**config.mk**
```make
export PLATFORM = sky130hd
export DESIGN_NAME = wdog_dual_ovf
export DESIGN_NICKNAME = d
export VERILOG_FILES = /design/src/rtl/wdog_pkg.sv /design/src/rtl/wdog_wr_sync.sv /design/src/rtl/wdog_cfg.sv /design/src/rtl/wdog_core.sv /design/src/rtl/wdog_dual_ovf.sv
export SDC_FILE = /design/constraint.sdc
export NUM_CORES = 1
export LEC_CHECK = 0
export BUFFER_PORTS_ARGS = -buffer_cell sky130_fd_sc_hd__buf_4
export CORE_ASPECT_RATIO = 1.5
export CORE_MARGIN = 1
export CORE_UTILIZATION = 58
export CTS_CLUSTER_SIZE = 20
export DETAILED_ROUTE_END_ITERATION = 7
export GPL_TIMING_DRIVEN = 0
export PLACE_DENSITY = 0.82
export SLEW_MARGIN = 0
export SYNTH_ARGS = -nofsm -noshare
export SYNTH_HDL_FRONTEND = slang
export SYNTH_HIERARCHICAL = 1
export SYNTH_SLANG_ARGS = --single-unit
export TNS_END_PERCENT = 5
```
**constraint.sdc**
```tcl
create_clock -name clk_i -period 2.8 [get_ports clk_i]
set_clock_uncertainty 0.15 [all_clocks]
set_input_delay 0 -clock clk_i [delete_from_list [all_inputs] [get_ports clk_i]]
set_output_delay 0 -clock clk_i [all_outputs]
set_load 0.01 [all_outputs]
```
**src/rtl/wdog_pkg.sv**
```systemverilog
package wdog_pkg;

   // Register byte offsets (software-visible contract)
   localparam int unsigned WDOG_OFS_CTRL    = 32'h0;
   localparam int unsigned WDOG_OFS_PERIOD  = 32'h4;
   localparam int unsigned WDOG_OFS_ELAPSED = 32'h8;
   localparam int unsigned WDOG_OFS_INTCLR  = 32'hC;

   // Target of a delayed (synchronised) register write
   typedef enum logic [1:0] {
      CFG_CTRL    = 2'd0,
      CFG_PERIOD  = 2'd1,
      CFG_ELAPSED = 2'd2
   } cfg_sel_e;

endpackage

```
**src/rtl/wdog_wr_sync.sv**
```systemverilog
// Fixed-latency delay line for configuration writes.
module wdog_wr_sync
   import wdog_pkg::*;
#(
   parameter int unsigned LAT = 4,
   parameter int unsigned DW  = 32
) (
   input  logic          clk_i,
   input  logic          rst_ni,
   input  logic          in_vld_i,
   input  cfg_sel_e      in_sel_i,
   input  logic [DW-1:0] in_data_i,
   output logic          out_vld_o,
   output cfg_sel_e      out_sel_o,
   output logic [DW-1:0] out_data_o
);

   generate
      if (LAT == 0) begin : g_bypass
         assign out_vld_o  = in_vld_i;
         assign out_sel_o  = in_sel_i;
         assign out_data_o = in_data_i;
      end else begin : g_pipe
         logic [LAT-1:0] vld_q;
         cfg_sel_e       sel_q  [LAT];
         logic [DW-1:0]  data_q [LAT];

         always_ff @(posedge clk_i or negedge rst_ni) begin
            if (!rst_ni) begin
               vld_q <= '0;
               for (int i = 0; i < LAT; i++) begin
                  sel_q[i]  <= CFG_CTRL;
                  data_q[i] <= '0;
               end
            end else begin
               vld_q[0]  <= in_vld_i;
               sel_q[0]  <= in_sel_i;
               data_q[0] <= in_data_i;
               for (int i = 1; i < LAT; i++) begin
                  vld_q[i]  <= vld_q[i-1];
                  sel_q[i]  <= sel_q[i-1];
                  data_q[i] <= data_q[i-1];
               end
            end
         end

         assign out_vld_o  = vld_q[LAT-1];
         assign out_sel_o  = sel_q[LAT-1];
         assign out_data_o = data_q[LAT-1];
      end
   endgenerate

endmodule

```
**src/rtl/wdog_cfg.sv**
```systemverilog
// Applied configuration: enable bit and period field.
module wdog_cfg #(
   parameter int unsigned       PW         = 12,
   parameter logic [PW-1:0]     PERIOD_RST = '1
) (
   input  logic          clk_i,
   input  logic          rst_ni,
   input  logic          upd_en_i,
   input  logic          en_val_i,
   input  logic          upd_per_i,
   input  logic [PW-1:0] per_val_i,
   output logic          en_o,
   output logic [PW-1:0] period_o
);

   logic          en_q;
   logic [PW-1:0] period_q;

   always_ff @(posedge clk_i or negedge rst_ni) begin
      if (!rst_ni) begin
         en_q     <= 1'b0;
         period_q <= PERIOD_RST;
      end else begin
         if (upd_en_i)  en_q     <= en_val_i;
         if (upd_per_i) period_q <= per_val_i;
      end
   end

   assign en_o     = en_q;
   assign period_o = period_q;

   // configuration only changes when a delayed write emerges
   a_r4_cfg_stable: assert property (@(posedge clk_i) disable iff (!rst_ni)
      (!upd_en_i && !upd_per_i) |=> ($stable(en_q) && $stable(period_q)));

endmodule

```
**src/rtl/wdog_core.sv**
```systemverilog
// Prescaled period counter, overflow tally, interrupt flag and reset pulse.
module wdog_core #(
   parameter int unsigned PW       = 12,
   parameter int unsigned PSC_LOG2 = 20,
   localparam int unsigned CW      = PW + PSC_LOG2
) (
   input  logic          clk_i,
   input  logic          rst_ni,
   input  logic          en_i,
   input  logic [PW-1:0] period_i,
   input  logic          clr_i,
   input  logic          ld_i,
   input  logic [CW-1:0] ld_val_i,
   output logic [CW-1:0] cnt_o,
   output logic          irq_o,
   output logic          rst_req_o
);

   logic [CW-1:0] cnt_q;
   logic          tally_q;
   logic          irq_q;
   logic          rst_req_q;
   logic [CW-1:0] last_cnt;
   logic          wrap;

   // Last cycle of a period: (N+1)*2^PSC_LOG2 - 1
   generate
      if (PSC_LOG2 == 0) begin : g_noscale
         assign last_cnt = period_i;
      end else begin : g_scale
         assign last_cnt = {period_i, {PSC_LOG2{1'b1}}};
      end
   endgenerate

   assign wrap = (cnt_q >= last_cnt);

   always_ff @(posedge clk_i or negedge rst_ni) begin
      if (!rst_ni) begin
         cnt_q     <= '0;
         tally_q   <= 1'b0;
         irq_q     <= 1'b0;
         rst_req_q <= 1'b0;
      end else if (clr_i) begin
         cnt_q     <= '0;
         tally_q   <= 1'b0;
         irq_q     <= 1'b0;
         rst_req_q <= 1'b0;
      end else if (!en_i) begin
         cnt_q     <= '0;
         tally_q   <= 1'b0;
         rst_req_q <= 1'b0;
      end else if (ld_i) begin
         cnt_q     <= ld_val_i;
         rst_req_q <= 1'b0;
      end else if (wrap) begin
         cnt_q <= '0;
         if (!tally_q) begin
            tally_q   <= 1'b1;
            irq_q     <= 1'b1;
            rst_req_q <= 1'b0;
         end else begin
            tally_q   <= 1'b0;
            irq_q     <= 1'b0;
            rst_req_q <= 1'b1;
         end
      end else begin
         cnt_q     <= cnt_q + CW'(1);
         rst_req_q <= 1'b0;
      end
   end

   assign cnt_o     = cnt_q;
   assign irq_o     = irq_q;
   assign rst_req_o = rst_req_q;

   // reset request lasts a single cycle
   a_r6_single_pulse: assert property (@(posedge clk_i) disable iff (!rst_ni)
      rst_req_q |=> !rst_req_q);

   // a reset request is preceded by a pending first-overflow interrupt
   a_r6_after_irq: assert property (@(posedge clk_i) disable iff (!rst_ni)
      rst_req_q |-> $past(irq_q));

   // no reset request unless counting was enabled
   a_r8_needs_enable: assert property (@(posedge clk_i) disable iff (!rst_ni)
      rst_req_q |-> $past(en_i));

   // refresh empties count and flag
   a_r7_refresh: assert property (@(posedge clk_i) disable iff (!rst_ni)
      clr_i |=> (cnt_q == '0 && !irq_q && !rst_req_q));

   // interrupt flag is sticky
   a_r5_irq_hold: assert property (@(posedge clk_i) disable iff (!rst_ni)
      $fell(irq_q) |-> ($past(clr_i) || rst_req_q));

endmodule

```
**src/rtl/wdog_dual_ovf.sv**
```systemverilog
// Register-mapped watchdog: reset request after two consecutive overflows.
module wdog_dual_ovf
   import wdog_pkg::*;
#(
   parameter int unsigned                ADDR_W     = 4,
   parameter int unsigned                DATA_W     = 32,
   parameter int unsigned                PERIOD_W   = 12,
   parameter int unsigned                PSC_LOG2   = 20,
   parameter int unsigned                SYNC_LAT   = 4,
   parameter logic [PERIOD_W-1:0]        PERIOD_RST = '1
) (
   input  logic              clk_i,
   input  logic              rst_ni,
   input  logic [ADDR_W-1:0] bus_addr_i,
   input  logic              bus_we_i,
   input  logic [DATA_W-1:0] bus_wdata_i,
   output logic [DATA_W-1:0] bus_rdata_o,
   output logic              irq_o,
   output logic              sys_rst_req_o
);

   localparam int unsigned CNT_W = PERIOD_W + PSC_LOG2;
   localparam int unsigned PER_LSB = DATA_W - PERIOD_W;

   initial begin
      assert (CNT_W <= DATA_W)
         else $error("count width %0d exceeds data width %0d", CNT_W, DATA_W);
      assert (ADDR_W >= 4)
         else $error("address width %0d too small for register map", ADDR_W);
      assert (PERIOD_W >= 1 && PERIOD_W < DATA_W)
         else $error("period width %0d out of range", PERIOD_W);
   end

   // Address decode
   logic hit_ctrl, hit_per, hit_ela, hit_int;
   assign hit_ctrl = (bus_addr_i == ADDR_W'(WDOG_OFS_CTRL));
   assign hit_per  = (bus_addr_i == ADDR_W'(WDOG_OFS_PERIOD));
   assign hit_ela  = (bus_addr_i == ADDR_W'(WDOG_OFS_ELAPSED));
   assign hit_int  = (bus_addr_i == ADDR_W'(WDOG_OFS_INTCLR));

   logic     wr_vld;
   cfg_sel_e wr_sel;
   logic     clr;

   assign wr_vld = bus_we_i && (hit_ctrl || hit_per || hit_ela);
   assign clr    = bus_we_i && hit_int && bus_wdata_i[0];

   always_comb begin
      if (hit_per)      wr_sel = CFG_PERIOD;
      else if (hit_ela) wr_sel = CFG_ELAPSED;
      else              wr_sel = CFG_CTRL;
   end

   // Synchronisation delay for configuration writes
   logic              s_vld;
   cfg_sel_e          s_sel;
   logic [DATA_W-1:0] s_data;

   wdog_wr_sync #(
      .LAT (SYNC_LAT),
      .DW  (DATA_W)
   ) u_sync (
      .clk_i      (clk_i),
      .rst_ni     (rst_ni),
      .in_vld_i   (wr_vld),
      .in_sel_i   (wr_sel),
      .in_data_i  (bus_wdata_i),
      .out_vld_o  (s_vld),
      .out_sel_o  (s_sel),
      .out_data_o (s_data)
   );

   logic                en;
   logic [PERIOD_W-1:0] period;

   wdog_cfg #(
      .PW         (PERIOD_W),
      .PERIOD_RST (PERIOD_RST)
   ) u_cfg (
      .clk_i     (clk_i),
      .rst_ni    (rst_ni),
      .upd_en_i  (s_vld && s_sel == CFG_CTRL),
      .en_val_i  (s_data[0]),
      .upd_per_i (s_vld && s_sel == CFG_PERIOD),
      .per_val_i (s_data[DATA_W-1 -: PERIOD_W]),
      .en_o      (en),
      .period_o  (period)
   );

   logic [CNT_W-1:0] cnt;
   logic             irq;
   logic             rst_req;

   wdog_core #(
      .PW       (PERIOD_W),
      .PSC_LOG2 (PSC_LOG2)
   ) u_core (
      .clk_i     (clk_i),
      .rst_ni    (rst_ni),
      .en_i      (en),
      .period_i  (period),
      .clr_i     (clr),
      .ld_i      (s_vld && s_sel == CFG_ELAPSED),
      .ld_val_i  (s_data[CNT_W-1:0]),
      .cnt_o     (cnt),
      .irq_o     (irq),
      .rst_req_o (rst_req)
   );

   // Read mux
   always_comb begin
      bus_rdata_o = '0;
      if (hit_ctrl)     bus_rdata_o = {{(DATA_W-1){1'b0}}, en};
      else if (hit_per) bus_rdata_o = {period, {PER_LSB{1'b0}}};
      else if (hit_ela) bus_rdata_o = DATA_W'(cnt);
      else if (hit_int) bus_rdata_o = {{(DATA_W-1){1'b0}}, irq};
   end

   assign irq_o         = irq;
   assign sys_rst_req_o = rst_req;

   // low bits of the period register never read as non-zero
   a_r3_per_low_zero: assert property (@(posedge clk_i) disable iff (!rst_ni)
      hit_per |-> (bus_rdata_o[PER_LSB-1:0] == '0));

endmodule

```
* Word level (Yosys, flattened, before mapping)
Index checks and enable logic that the tools add are counted.
** Storage, ports and cells
- Flip-flop bits (word level) :: 188
- Output and inout bits :: 34
- Bits of input ports :: 39
- Word-level logic and storage cells :: 61
** Cells by class
- Reduce and logical (&&, ||, !) cells :: 14
- Add/sub/neg operators :: 1
- Mux-type cells :: 22
- Eq/ne operators :: 8
- Magnitude comparators :: 1
** Operators by type and width (count)
- $mux W32 :: 7
- $add A32 B1 Y32 const B :: 1
- $ge A32 B32 Y1 :: 1
- $mux W1 :: 13
- $eq A4 B4 Y1 const B :: 2
- $logic_and A1 B1 Y1 :: 6
- $eq A4 B3 Y1 const B :: 1
- $logic_not A4 Y1 :: 1
- $mux W2 :: 2
- $reduce_bool A2 Y1 :: 2
- $ne A3 B2 Y1 const B :: 1
- $ne A3 B3 Y1 const B :: 1
- $reduce_and A3 Y1 :: 1
- $eq A2 B1 Y1 const B :: 1
- $eq A2 B2 Y1 const B :: 1
- $logic_not A2 Y1 :: 1
- $logic_or A1 B1 Y1 :: 2
- $ne A2 B2 Y1 const B :: 1
- $reduce_and A2 Y1 :: 1

* Depth between registers and ports, before layout
- Depth after elaboration :: 5
- Gate-level depth with buffers :: 10
- Mapped depth without buffers :: 7

* Modules after synthesis
The synthesis kept the hierarchy.
** Modules (own cells, without submodules)
- wdog_wr_sync :: seq. area each 3503.4 sq um, area each 3758.6 sq um, times used 1, cells each 174
- wdog_core :: seq. area each 875.8 sq um, area each 2183.3 sq um, times used 1, cells each 244
- wdog_cfg :: seq. area each 340.3 sq um, area each 535.5 sq um, times used 1, cells each 27
- wdog_dual_ovf :: seq. area each 0.0 sq um, area each 533.0 sq um, times used 1, cells each 67

* Worst setup path before layout
Ideal clock, no wire load.
- Path type :: register to register
- From :: register u_cfg.period_q[7] (netlist: u_cfg/period_o[7])
- To :: register u_core.cnt_q[10] (netlist: u_core/cnt_o[10])
- Required time :: 2.567 ns
- Cell stages (with the launch flop) :: 9
- Buffers on the path :: 1
- Period minus slack after synthesis :: 2.139 ns
- Slack :: 0.661 ns
- Setup time :: 0.083 ns
- Data arrival time :: 1.907 ns
- Cells stage by stage :: dfstp_2 -> inv_1 -> ha_1 -> a21oi_1 -> o21a_1 -> a2bb2oi_1 -> nand4b_2 -> buf_2 -> o21ai_0
** On the way
- Word-level cells in the longest chain between the ends :: 5
** RTL lines
- start, declared :: RTL line wdog_cfg.sv:17 : logic [PW-1:0] period_q;
- start signal, assigned :: RTL line wdog_cfg.sv:25 : if (upd_per_i) period_q <= per_val_i;
- $ge A32 B32 Y1 :: RTL line wdog_core.sv:35 : assign wrap = (cnt_q >= last_cnt);
- $mux W32 :: RTL line wdog_core.sv:55 : end else if (wrap) begin
- $mux W32 :: RTL line wdog_core.sv:52 : end else if (ld_i) begin
- $mux W32 :: RTL line wdog_core.sv:48 : end else if (!en_i) begin
- $mux W32 :: RTL line wdog_core.sv:43 : end else if (clr_i) begin
- end signal, assigned :: RTL line wdog_core.sv:53 : cnt_q <= ld_val_i;
- end signal, assigned :: RTL line wdog_core.sv:67 : cnt_q <= cnt_q + CW'(1);
- end, declared :: RTL line wdog_core.sv:19 : logic [CW-1:0] cnt_q;
Every way passes these cells.
A chain may end at the register's enable or synchronous reset.

* Worst setup path after layout
- From :: register u_cfg.period_q[11] (netlist: u_cfg/period_o[11])
- To :: register u_core.cnt_q[3] (netlist: u_core/cnt_o[3])
Same word-level chain as after synthesis.

==> metrics.md <==
| Metric | Value |
|---|---|
| Reg2reg end | u_core/cnt_o[3] |
| Final worst-path cycle share | 91.4% |
| Fin area | 8810 µm² |
| Met1 Track Usage GR | 26.4% |
| Worst Max-Slew Pin Slew | 0.558 ns |
| Max_cap viols | 0 |
| H-tree levels | 4 |
| GRT overflow | 0 |
| Status | finished, final reports clean |
| Routed WL per cell | roughly 16 µm |
| Clock power frac | 40.6% |
| Top post-synthesis cells by area | dfrtp_1 63%, dfstp_2 4.5%, buf_4 4.0%, xor2_1 2.9%, nand2_1 2.5% |
| HPWL after detailed placement | 8060 µm |
| Final hold violation count | 0 |
| HP Class | input port to flip-flop |
| Leading area contributor after synthesis | dfrtp_1 |
| Setup tns final | 0 ns |
| Max-slew violations | 0 |
| Fmax | 391 MHz |
| Warnings, synthesis | 6 |
| FF-to-FF path depth | 8 |
| Cell Count, Final, Fillers Out | 808 |
| Seq pwr share | 51.4% |
| Arr. time, crit path | 2.71 ns |
| Vias in the first global route | approximately 4200 |
| WHS Endpoint | u_sync/g_pipe.data_q[107] |
| Synth top area share | 62.8% |
| Total power | 5720 µW |
| Routability congestion estimate | roughly 0.9 |
| TritonCTS clock tree | done |
| Post-route ant nets | 0 |
| DR vias | between 4000 and 5000 |
| Cells after Synth | around 510 |
| Post-route minimum period | 2.56 ns |
| Starting DRT DRC Count | 278 |
| GRT Total Usage | 22.1% |
| Final setup viols | 0 |
| Syn Nets | 564 |
| FP Rows | 48 |
| Switching power | 1410 µW |
| Residual DRC | 0 |
| Static leakage | 0.00407 µW |
| Placed insts | 735 |
| RSZ-0062 raised after global routing | no |
| Antenna violations before repair | 0 |
| IO buf count | around 70 |
| Io pins | 73 |
| Layout cells sized above 1 | 33.0% |
| Hold path cells | 2 |
| Reg2Reg Setup Slack | 0.24 ns |
| Global route hottest layer | met2 |
| Die X-Extent | just over 90 µm |
| Die Area | about 13000 µm² |
| Root Driver | clkbuf_16 |
| Area growth syn-to-layout | 25.6% |
| Reg-to-reg critical path startpoint | u_cfg/period_o[11] |
| Clk Latency, worst-skew pair | 0.43 ns |
| Critical Path Fanout Max | 10 |
| Syn Area/Cell | about 14 µm² |
| Initial cell density of the core | about three fifths |
| M2 GR Usage | 39.5% |
| Clock-pin slew of the registers on the worst-case setup and hold paths | 0.08 ns |
| Max VDD drop | just over 0.8 mV |
| Global-route wire length before repair | 20400 µm |
| Final WL | 12900 µm |
| Vias per cell | 5.18 |
| # nets final | 697 |
| Clk sinks | 188 |
| TritonCTS buffer count | 17 |
| Power Density | 650 nW/µm² |
| DR pass1 iterations | 6 |
| Slew headroom | a little over three fifths |
| CP Data Required Time | 2.95 ns |
| Setup Fix Bufs, Post-CTS | 0 |
| DP Area | 7770 µm² |
| GRT met3 Usage | between 4 and 5% |
| Die height | 137 µm |
| CP Capture Type | flip-flop |
| Core region area | 11700 µm² |
| Syn Std Cell Area | between 7000 and 8000 µm² |
| Hold path start | bus_wdata_i[11] |
| Synth unique cells | 48 |
| Startpoint Class | flip-flop |
| Post-synthesis register bit count | around 190 |
| Sequential element share of the synthesized area | 67.3% |
| Antenna cells | 0 |
| Switch share | 24.7% |
| CP Class | flip-flop to flip-flop |
| Bufs on Longest Clock Path | 2 |
| Final Util | 75.6% |
| Pint | 4310 µW |
| Largest net degree at the start of global routing | 120 |
| Combinational group share of total power | under 10% |
cell usage after synthesis, drive strengths merged:
cell / instances
mux2i: 1
o21a: 1
mux2: 13
a31oi: 1
a22oi: 12
or2: 1
a2111o: 1
and2: 3
ha: 13
and3: 24
nand3: 14
xor2: 23
dfstp: 12
and4: 4
dfrtp: 176
nand4b: 1
xnor2: 7
buf: 46
and2b: 2
nor4: 2
clkbuf: 5
nor2: 20
nand2b: 2
nor3b: 1
nor2b: 2
inv: 13
a21oi: 10
nand4: 12
nor3: 3
a2bb2oi: 1
nand2: 47
o21ai: 37
and3b: 2
cell type report:
class / instances / area [µm²]
buffer: 51 / 389
clock buffer: 18 / 439
multi-input combinational: 260 / 1870
fill: 705 / 2850
timing repair buffer: 114 / 1000
inverter: 13 / 48.8
sequential: 188 / 4720
clock inverter: 14 / 153
tap: 150 / 188
how the worst max path moves through the flow:
stage / from / end / slack, ns / cells after the start
6_report: u_cfg/period_o[11] / u_core/cnt_o[3] / 0.24 / 8
2_1_floorplan: u_cfg/period_o[7] / u_core/cnt_o[10] / 0.66 / 8
4_1_cts: u_cfg/period_o[7] / u_core/cnt_o[3] / 0.09 / 8
3_5_place_dp: u_cfg/period_o[7] / u_core/cnt_o[3] / 0.12 / 8
3_3_place_gp: u_cfg/period_o[11] / u_core/cnt_o[0] / 0.19 / 8
5_1_grt: u_cfg/period_o[11] / u_core/cnt_o[9] / 0.1 / 8
metrics by stage:
stage          setup slack (ns)  hold slack [ns]
3_3_place_gp              0.191          -0.0410
3_5_place_dp              0.124           -0.160
2_1_floorplan             0.661           -0.446
6_report                  0.242           0.0653
5_1_grt                  0.0994           0.0531
4_1_cts                  0.0879           0.0555
critical path, stage by stage, from the launching register on:
cell      delay (ns)
dfstp_2         0.55
inv_1           0.04
ha_1            0.31
nand4_1         0.21
nor4_2          0.37
a31oi_2         0.21
nand4b_2        0.24
buf_2           0.22
o21ai_0         0.13
registers in the layout, indices dropped and copies added, names as in the netlist:
name	flops
u_sync/g_pipe.data_q	96
u_core/cnt_o	32
u_sync/out_data_o	32
u_cfg/period_o	12
u_sync/g_pipe.sel_q	6
u_sync/g_pipe.vld_q	4
u_sync/out_sel_o	2
u_cfg/en_o	1
u_core/irq_o	1
u_core/rst_req_o	1
u_core/tally_q	1
placed cells by master (no fill, tap or decap), types with 3 or more instances in the layout:
cell type	count
nand3_1	14
inv_1	13
and3_1	24
clkinv_8	3
clkbuf_16	17
nand2_1	47
mux2_2	3
inv_8	5
clkbuf_1	5
dfstp_2	12
xor2_1	23
mux2_4	10
buf_2	4
nand4_1	11
xnor2_1	7
nor2_2	10
o21ai_1	8
buf_4	108
dlygate4sd3_1	40
and4_1	3
a22oi_2	12
buf_8	3
clkinv_4	3
o21ai_2	4
o21ai_0	25
ha_1	13
dfrtp_1	176
nor2_1	10
a21oi_1	10
per-layer routing:
| metal | vias up | part of all wire, % |
|---|---|---|
| met5 | - | 0 |
| met4 | 0 | 1.4 |
| met1 | 2087 | 40 |
| li1 | 1960 | - |
| met2 | 119 | 55 |
| met3 | 16 | 4.4 |
power groups by stage:
stage	logic (µW)	registers (µW)	clock network, µW
final	455	2940	2320
after global routing	501	2960	2480
after CTS	450	2940	2360
after detailed placement	396	2990	0
after global placement	376	2980	0
after floorplan	223	2970	0
cell families after synthesis:
kind of cell	Yosys count	share of synthesized area [%]
AND/OR/NAND/NOR	140	11.3
XOR/XNOR	30	3.75
AO/OA/AOI/OAI	63	6.28
flip-flops	188	67.3
multiplexers	14	2.77
adder cells (fa/ha/maj)	13	2.32
buffers and inverters	64	6.25
repair_timing:
action	in CTS	in global routing
endpoints found under the setup margin	0	3
endpoints found under the hold margin	218	0
hold buffers	41	0
resized for setup	0	2
Power figures use the tool's default switching activity.
